===== config.mk =====
export PLATFORM = sky130hd
export DESIGN_NAME = sysmat_top
export DESIGN_NICKNAME = d
export VERILOG_FILES = /design/src/rtl/sysmat_pkg.sv /design/src/rtl/sysmat_ctrl.sv /design/src/rtl/sysmat_pe.sv /design/src/rtl/sysmat_top.sv
export SDC_FILE = /design/constraint.sdc
export NUM_CORES = 2
export LEC_CHECK = 0
export CAP_MARGIN = 20
export CORE_ASPECT_RATIO = 1.1
export CORE_MARGIN = 2
export CORE_UTILIZATION = 45
export CTS_BUF_LIST = sky130_fd_sc_hd__clkbuf_8
export CTS_CLUSTER_DIAMETER = 50
export DETAILED_ROUTE_END_ITERATION = 8
export PLACE_DENSITY = 0.71
export SYNTH_ARGS = -nofsm -noshare
export SYNTH_HDL_FRONTEND = slang
export SYNTH_SLANG_ARGS = --single-unit

===== constraint.sdc =====
create_clock -name clk -period 18.3 [get_ports clk]
set_clock_uncertainty 0.05 [all_clocks]
set_input_delay 4.575 -clock clk [delete_from_list [all_inputs] [get_ports clk]]
set_output_delay 4.575 -clock clk [all_outputs]
set_load 0.005 [all_outputs]

===== src/rtl/sysmat_pkg.sv =====
package sysmat_pkg;
    localparam int N     = 4;
    localparam int OPW   = 8;
    localparam int ACCW  = 18;
    localparam int KW    = $clog2(N);
    localparam int IDXW  = $clog2(N * N);
    localparam int LAST  = 3 * N - 3;
    localparam int STEPW = $clog2(LAST + 1);

    typedef logic [OPW-1:0]   opnd_t;
    typedef logic [ACCW-1:0]  acc_t;
    typedef logic [STEPW-1:0] step_t;

    typedef struct packed {
        logic  vld;
        opnd_t val;
    } lane_t;

    typedef enum logic [1:0] {
        ST_IDLE,
        ST_RUN,
        ST_DONE
    } seq_st_e;

    function automatic logic in_window(input int t, input int off);
        return (t >= off) && (t < off + N);
    endfunction
endpackage


===== src/rtl/sysmat_ctrl.sv =====
module sysmat_ctrl
    import sysmat_pkg::*;
(
    input  logic  clk,
    input  logic  rst,
    input  logic  start,
    output logic  run,
    output step_t step,
    output logic  done
);
    seq_st_e state;
    step_t   cnt;

    always_ff @(posedge clk) begin
        if (rst) begin
            state <= ST_IDLE;
            cnt   <= '0;
        end else if (start) begin
            state <= ST_RUN;
            cnt   <= '0;
        end else if (state == ST_RUN) begin
            if (cnt == step_t'(LAST)) state <= ST_DONE;
            else                      cnt   <= cnt + 1'b1;
        end
    end

    assign run  = (state == ST_RUN);
    assign done = (state == ST_DONE);
    assign step = cnt;

    // done may only appear right after the final feeding step
    p_done_latency_r4: assert property (@(posedge clk) disable iff (rst)
        $rose(done) |-> ($past(cnt) == step_t'(LAST)) && $past(run));

    // a start pulse always withdraws done
    p_start_drops_done_r5: assert property (@(posedge clk) disable iff (rst)
        start |=> !done);

    // a start pulse always (re)enters the run phase at step zero
    p_restart_step0_r9: assert property (@(posedge clk) disable iff (rst)
        start |=> run && (step == '0));
endmodule


===== src/rtl/sysmat_pe.sv =====
module sysmat_pe
    import sysmat_pkg::*;
(
    input  logic  clk,
    input  logic  rst,
    input  logic  clr,
    input  lane_t a_in,
    input  lane_t b_in,
    output lane_t a_out,
    output lane_t b_out,
    output acc_t  acc
);
    logic fire;
    assign fire = a_in.vld && b_in.vld;

    always_ff @(posedge clk) begin
        if (rst || clr) begin
            a_out <= '0;
            b_out <= '0;
            acc   <= '0;
        end else begin
            a_out <= a_in;
            b_out <= b_in;
            if (fire) acc <= acc + acc_t'(a_in.val) * acc_t'(b_in.val);
        end
    end

    // an idle slot leaves the accumulator untouched
    p_idle_hold_r6: assert property (@(posedge clk) disable iff (rst)
        (!fire && !clr) |=> $stable(acc));

    // accumulation never wraps
    p_no_overflow_r7: assert property (@(posedge clk) disable iff (rst)
        (fire && !clr) |=> acc >= $past(acc));

    // clear empties the accumulator
    p_clear_r5: assert property (@(posedge clk) disable iff (rst)
        clr |=> acc == '0);
endmodule


===== src/rtl/sysmat_top.sv =====
module sysmat_top
    import sysmat_pkg::*;
(
    input  logic            clk,
    input  logic            rst,
    input  logic            wr_en,
    input  logic            wr_sel,
    input  logic [IDXW-1:0] wr_idx,
    input  logic [OPW-1:0]  wr_data,
    input  logic            start,
    output logic            done,
    input  logic [IDXW-1:0] rd_idx,
    output logic [ACCW-1:0] rd_data
);
    opnd_t a_mem [N][N];
    opnd_t b_mem [N][N];

    logic  run;
    step_t step;

    lane_t ah [N][N+1];
    lane_t bv [N+1][N];
    acc_t  cgrid [N][N];

    always_ff @(posedge clk) begin
        if (rst) begin
            for (int r = 0; r < N; r++)
                for (int c = 0; c < N; c++) begin
                    a_mem[r][c] <= '0;
                    b_mem[r][c] <= '0;
                end
        end else if (wr_en) begin
            if (wr_sel) b_mem[wr_idx[IDXW-1:KW]][wr_idx[KW-1:0]] <= wr_data;
            else        a_mem[wr_idx[IDXW-1:KW]][wr_idx[KW-1:0]] <= wr_data;
        end
    end

    sysmat_ctrl u_ctrl (
        .clk   (clk),
        .rst   (rst),
        .start (start),
        .run   (run),
        .step  (step),
        .done  (done)
    );

    for (genvar e = 0; e < N; e++) begin : g_edge
        always_comb begin
            int k;
            logic [KW-1:0] kk;
            k  = int'(step) - e;
            kk = k[KW-1:0];
            ah[e][0].vld = run && in_window(int'(step), e);
            ah[e][0].val = ah[e][0].vld ? a_mem[e][kk] : '0;
            bv[0][e].vld = run && in_window(int'(step), e);
            bv[0][e].val = bv[0][e].vld ? b_mem[kk][e] : '0;
        end
    end

    for (genvar r = 0; r < N; r++) begin : g_row
        for (genvar c = 0; c < N; c++) begin : g_col
            sysmat_pe u_pe (
                .clk   (clk),
                .rst   (rst),
                .clr   (start),
                .a_in  (ah[r][c]),
                .b_in  (bv[r][c]),
                .a_out (ah[r][c+1]),
                .b_out (bv[r+1][c]),
                .acc   (cgrid[r][c])
            );
        end
    end

    assign rd_data = cgrid[rd_idx[IDXW-1:KW]][rd_idx[KW-1:0]];

    // once results have settled no operand leaves the grid edges
    for (genvar e = 0; e < N; e++) begin : g_drain
        p_drained_r6: assert property (@(posedge clk) disable iff (rst)
            (done && $past(done)) |-> (ah[e][N] == '0) && (bv[N][e] == '0));
    end

    // results are frozen while done holds
    p_frozen_r6: assert property (@(posedge clk) disable iff (rst)
        (done && !start) |=> $stable(cgrid[N-1][N-1]) && $stable(cgrid[0][0]));
endmodule


==> impl_results.md <==
* Worst Path Required at 13680 ps
* Post-route DRC at 0
* CP endpoint kind: primary output
* Crit path kind: primary input to primary output
* Synth Warn # at 0
* Synth top area cells: fa_1 (23%), dfxtp_1 (14%), ha_1 (11%)
* Worst-skew pair later-pin latency at 900 ps
* Core ar. at 0.157 sq mm
* Final hold vios at 0
* Internal power at 0.00279 W
* Worst-margin pin slew at 1050 ps
* CTS resizes at 0
* WP data arrival at 7420 ps
* Total Wirelength at 208000 microns
* CTS Hold Bufs at 0
* Max VDD drop at 74.4 uV
* Total GRT Usage at 26.6%
* Via count at 52900
* FF-to-FF End: g_row[0].g_col[1].u_pe.acc[17]
* Io pins at 40
* RSZ-0062 raised after global routing: false
* Min Tclk post-route at 12040 ps
* Port-buffer cells at 39
* Top cell type's share of synthesized area at 22.5%
* HPWL Detailed at 167000 microns
* DR vias/cell at 5.49
* Crit path capture: rd_data[2]
* Max Fanout on Critical Path at 38
* Post-DR wirelength/cell at 21.6 microns
* MaxCap Viol Count at 0
* Relative slew slack at 30.1%
* Seq/Total Area, Yosys at 24.9%
* CTS root buf: clkbuf_8
* Final setup violation count at 0
* Class of the worst hold path: register to register
* Psw at 0.00100 W
* Die area at 0.161 sq mm
* Final period utilization at 65.8%
* First-pass GRT wire length at 324000 microns
* Gr ovfl total at 0
* Die Wd at 383 microns
* FF-to-FF Start: u_ctrl.step[0]
* Gate Count Post-Synth at 7542
* Area delta synth->final at 7.14%
* Pin count of the biggest net entering global routing at 118
* Most common flop cell mapped by yosys: dfxtp_1
* CP startpoint: rd_idx[3]
* Initial antenna violation count at 35
* Netlist cell types at 75
* Clock Path Buffers at 3
* Slew Limit Fails at 0
* CTS tree: yes
* Initial Util at 45.4%
* Sw frac at 26.4%
* Syn Std Cell Area at 0.0711 sq mm
* Most common cell in the synthesized netlist: inv_1
* Top cells by count, synth: inv_1 (1397), and2_1 (871), nand2_1 (857)
* R2R cell count at 22
* Setup crit start kind: primary input
* Mapped Avg Cell Area at 9.42 sq um
* Reg power frac at 47.3%
* Rows at 152
* Post-CTS setup buffers at 0
* Num Clock Sinks at 756
* Die Y at 421 microns
* Worst setup margin at 6260 ps
* Fmax at 0.0830 GHz
* Pre-CTS setup slack at 6250 ps
* FF+latch count, synth at 756
* Run status: complete, no violations
* Setup tns final at 0 ps
* CTS Buf Count at 137
* Layout cell share with drive strength beyond 1 at 6.16%
* R2R Setup Slk at 10940 ps
* Fillcell total at 14300
* Power Density at 49.8 mW/mm^2
* Post-Syn Nets at 9006
* Asr flop ratio synth at 0%
* Clock transition at the registers of the reported paths at 60 ps
* Final RePlAce weighted congestion at 1.02
* Nets at 8914
* DR pass1 iterations at 5
* Initial DRC Count at 4631
* Leakage at 35.7 nW
* Vias in the first global route at 54800
* Max H-tree Level at 4
* Clock power share at 45.9%
* Post-synth EDFFs at 256
* Logic pwr share at 6.8%
* Antenna Nets Post-Route at 0
* Synth area leader: fa_1
routing by layer:
metal  GRT usage [%]  part of all wire, %  vias to the layer above
met2            42.4                   46                     1995
li1                -                    -                    23800
met3            6.18                  9.0                      554
met5               0                0.073                        -
met4            16.1                  7.0                       24
met1            32.7                   38                    26400
how the worst min path moves through the flow:
stage,slack [ps],cells after the start,startpoint,end
after floorplan,390,2,g_row[1].g_col[3].u_pe.acc[17],g_row[1].g_col[3].u_pe.acc[17]
after global placement,420,2,g_row[3].g_col[1].u_pe.acc[0],g_row[3].g_col[1].u_pe.acc[0]
after detailed placement,420,2,g_row[3].g_col[1].u_pe.acc[0],g_row[3].g_col[1].u_pe.acc[0]
after CTS,430,2,g_row[3].g_col[1].u_pe.acc[0],g_row[3].g_col[1].u_pe.acc[0]
after global routing,450,2,g_row[3].g_col[1].u_pe.acc[0],g_row[3].g_col[1].u_pe.acc[0]
final,440,2,g_row[3].g_col[1].u_pe.acc[1],g_row[3].g_col[1].u_pe.acc[1]
kinds of logic after synthesis:
group	Yosys count	synth area share, %
simple gates	2501	17.9
mux	202	5.52
buf+inv	1706	9.08
xor+xnor	156	1.92
flops	756	24.9
fa+ha+maj	1443	33.9
compound gates	778	6.78
registers in the layout, summed over array words and instances, names as in the netlist, named ones only:
register	flops
g_row.g_col.u_pe.acc	288
a_mem	128
b_mem	128
g_row.g_col.u_pe.a_out	104
g_row.g_col.u_pe.b_out	100
u_ctrl.step	4
u_ctrl.state	2
placed cells by master (no fill, tap or decap), types with 42 or more instances in the layout:
cell,n
inv_1,1422
and2_1,870
nand2_1,857
fa_1,800
ha_1,643
dfxtp_1,499
a21oi_1,320
nor2_1,271
edfxtp_1,256
and3_1,171
mux4_2,152
clkbuf_8,152
o21ai_0,127
xnor2_1,100
a21o_1,96
nand3_1,80
a211oi_1,58
xor2_1,55
mux2i_1,48
nor3_1,43
nor2b_1,42
or2_2,42
worst max-delay path: stages:
cell and delay [ps]:
buf_4 480, buf_4 640, mux4_2 600, mux4_2 580, clkdlybuf4s50_1 500
layout make-up:
type,instances,area (sq um),share of cell area (%)
inverter,1397,5240,6.89
sequential,756,17700,23.2
antenna,5,12.5,0.0164
clock inverter,89,825,1.08
tap,2079,2600,3.42
clock buffer,152,2090,2.75
multi-input combinational,5080,47000,61.7
timing repair buffer,78,721,0.946
power by group through the flow:
stage	Sequential, W	Combinational, W	Clock [W]
2_1_floorplan	0.00181	0.000175	0
3_3_place_gp	0.00183	0.000247	0
3_5_place_dp	0.00183	0.000254	0
4_1_cts	0.00179	0.000255	0.00176
5_1_grt	0.00180	0.000280	0.00183
6_report	0.00179	0.000257	0.00174
per-stage QoR:
step | util (%) | hold slack [ps] | area, sq um | power [W] | cells
detailed placement | 46.8 | 424 | 73200 | 0.00208 | 9388
CTS | 48.6 | 431 | 76100 | 0.00381 | 9629
finish | 48.7 | 441 | 76200 | 0.00379 | 9636
global placement | 46.7 | 425 | 73200 | 0.00207 | 9386
floorplan | - | 391 | 71100 | 0.00199 | 7542
global route | 48.7 | 454 | 76200 | 0.00390 | 9634
Power figures use the tool's default switching activity.
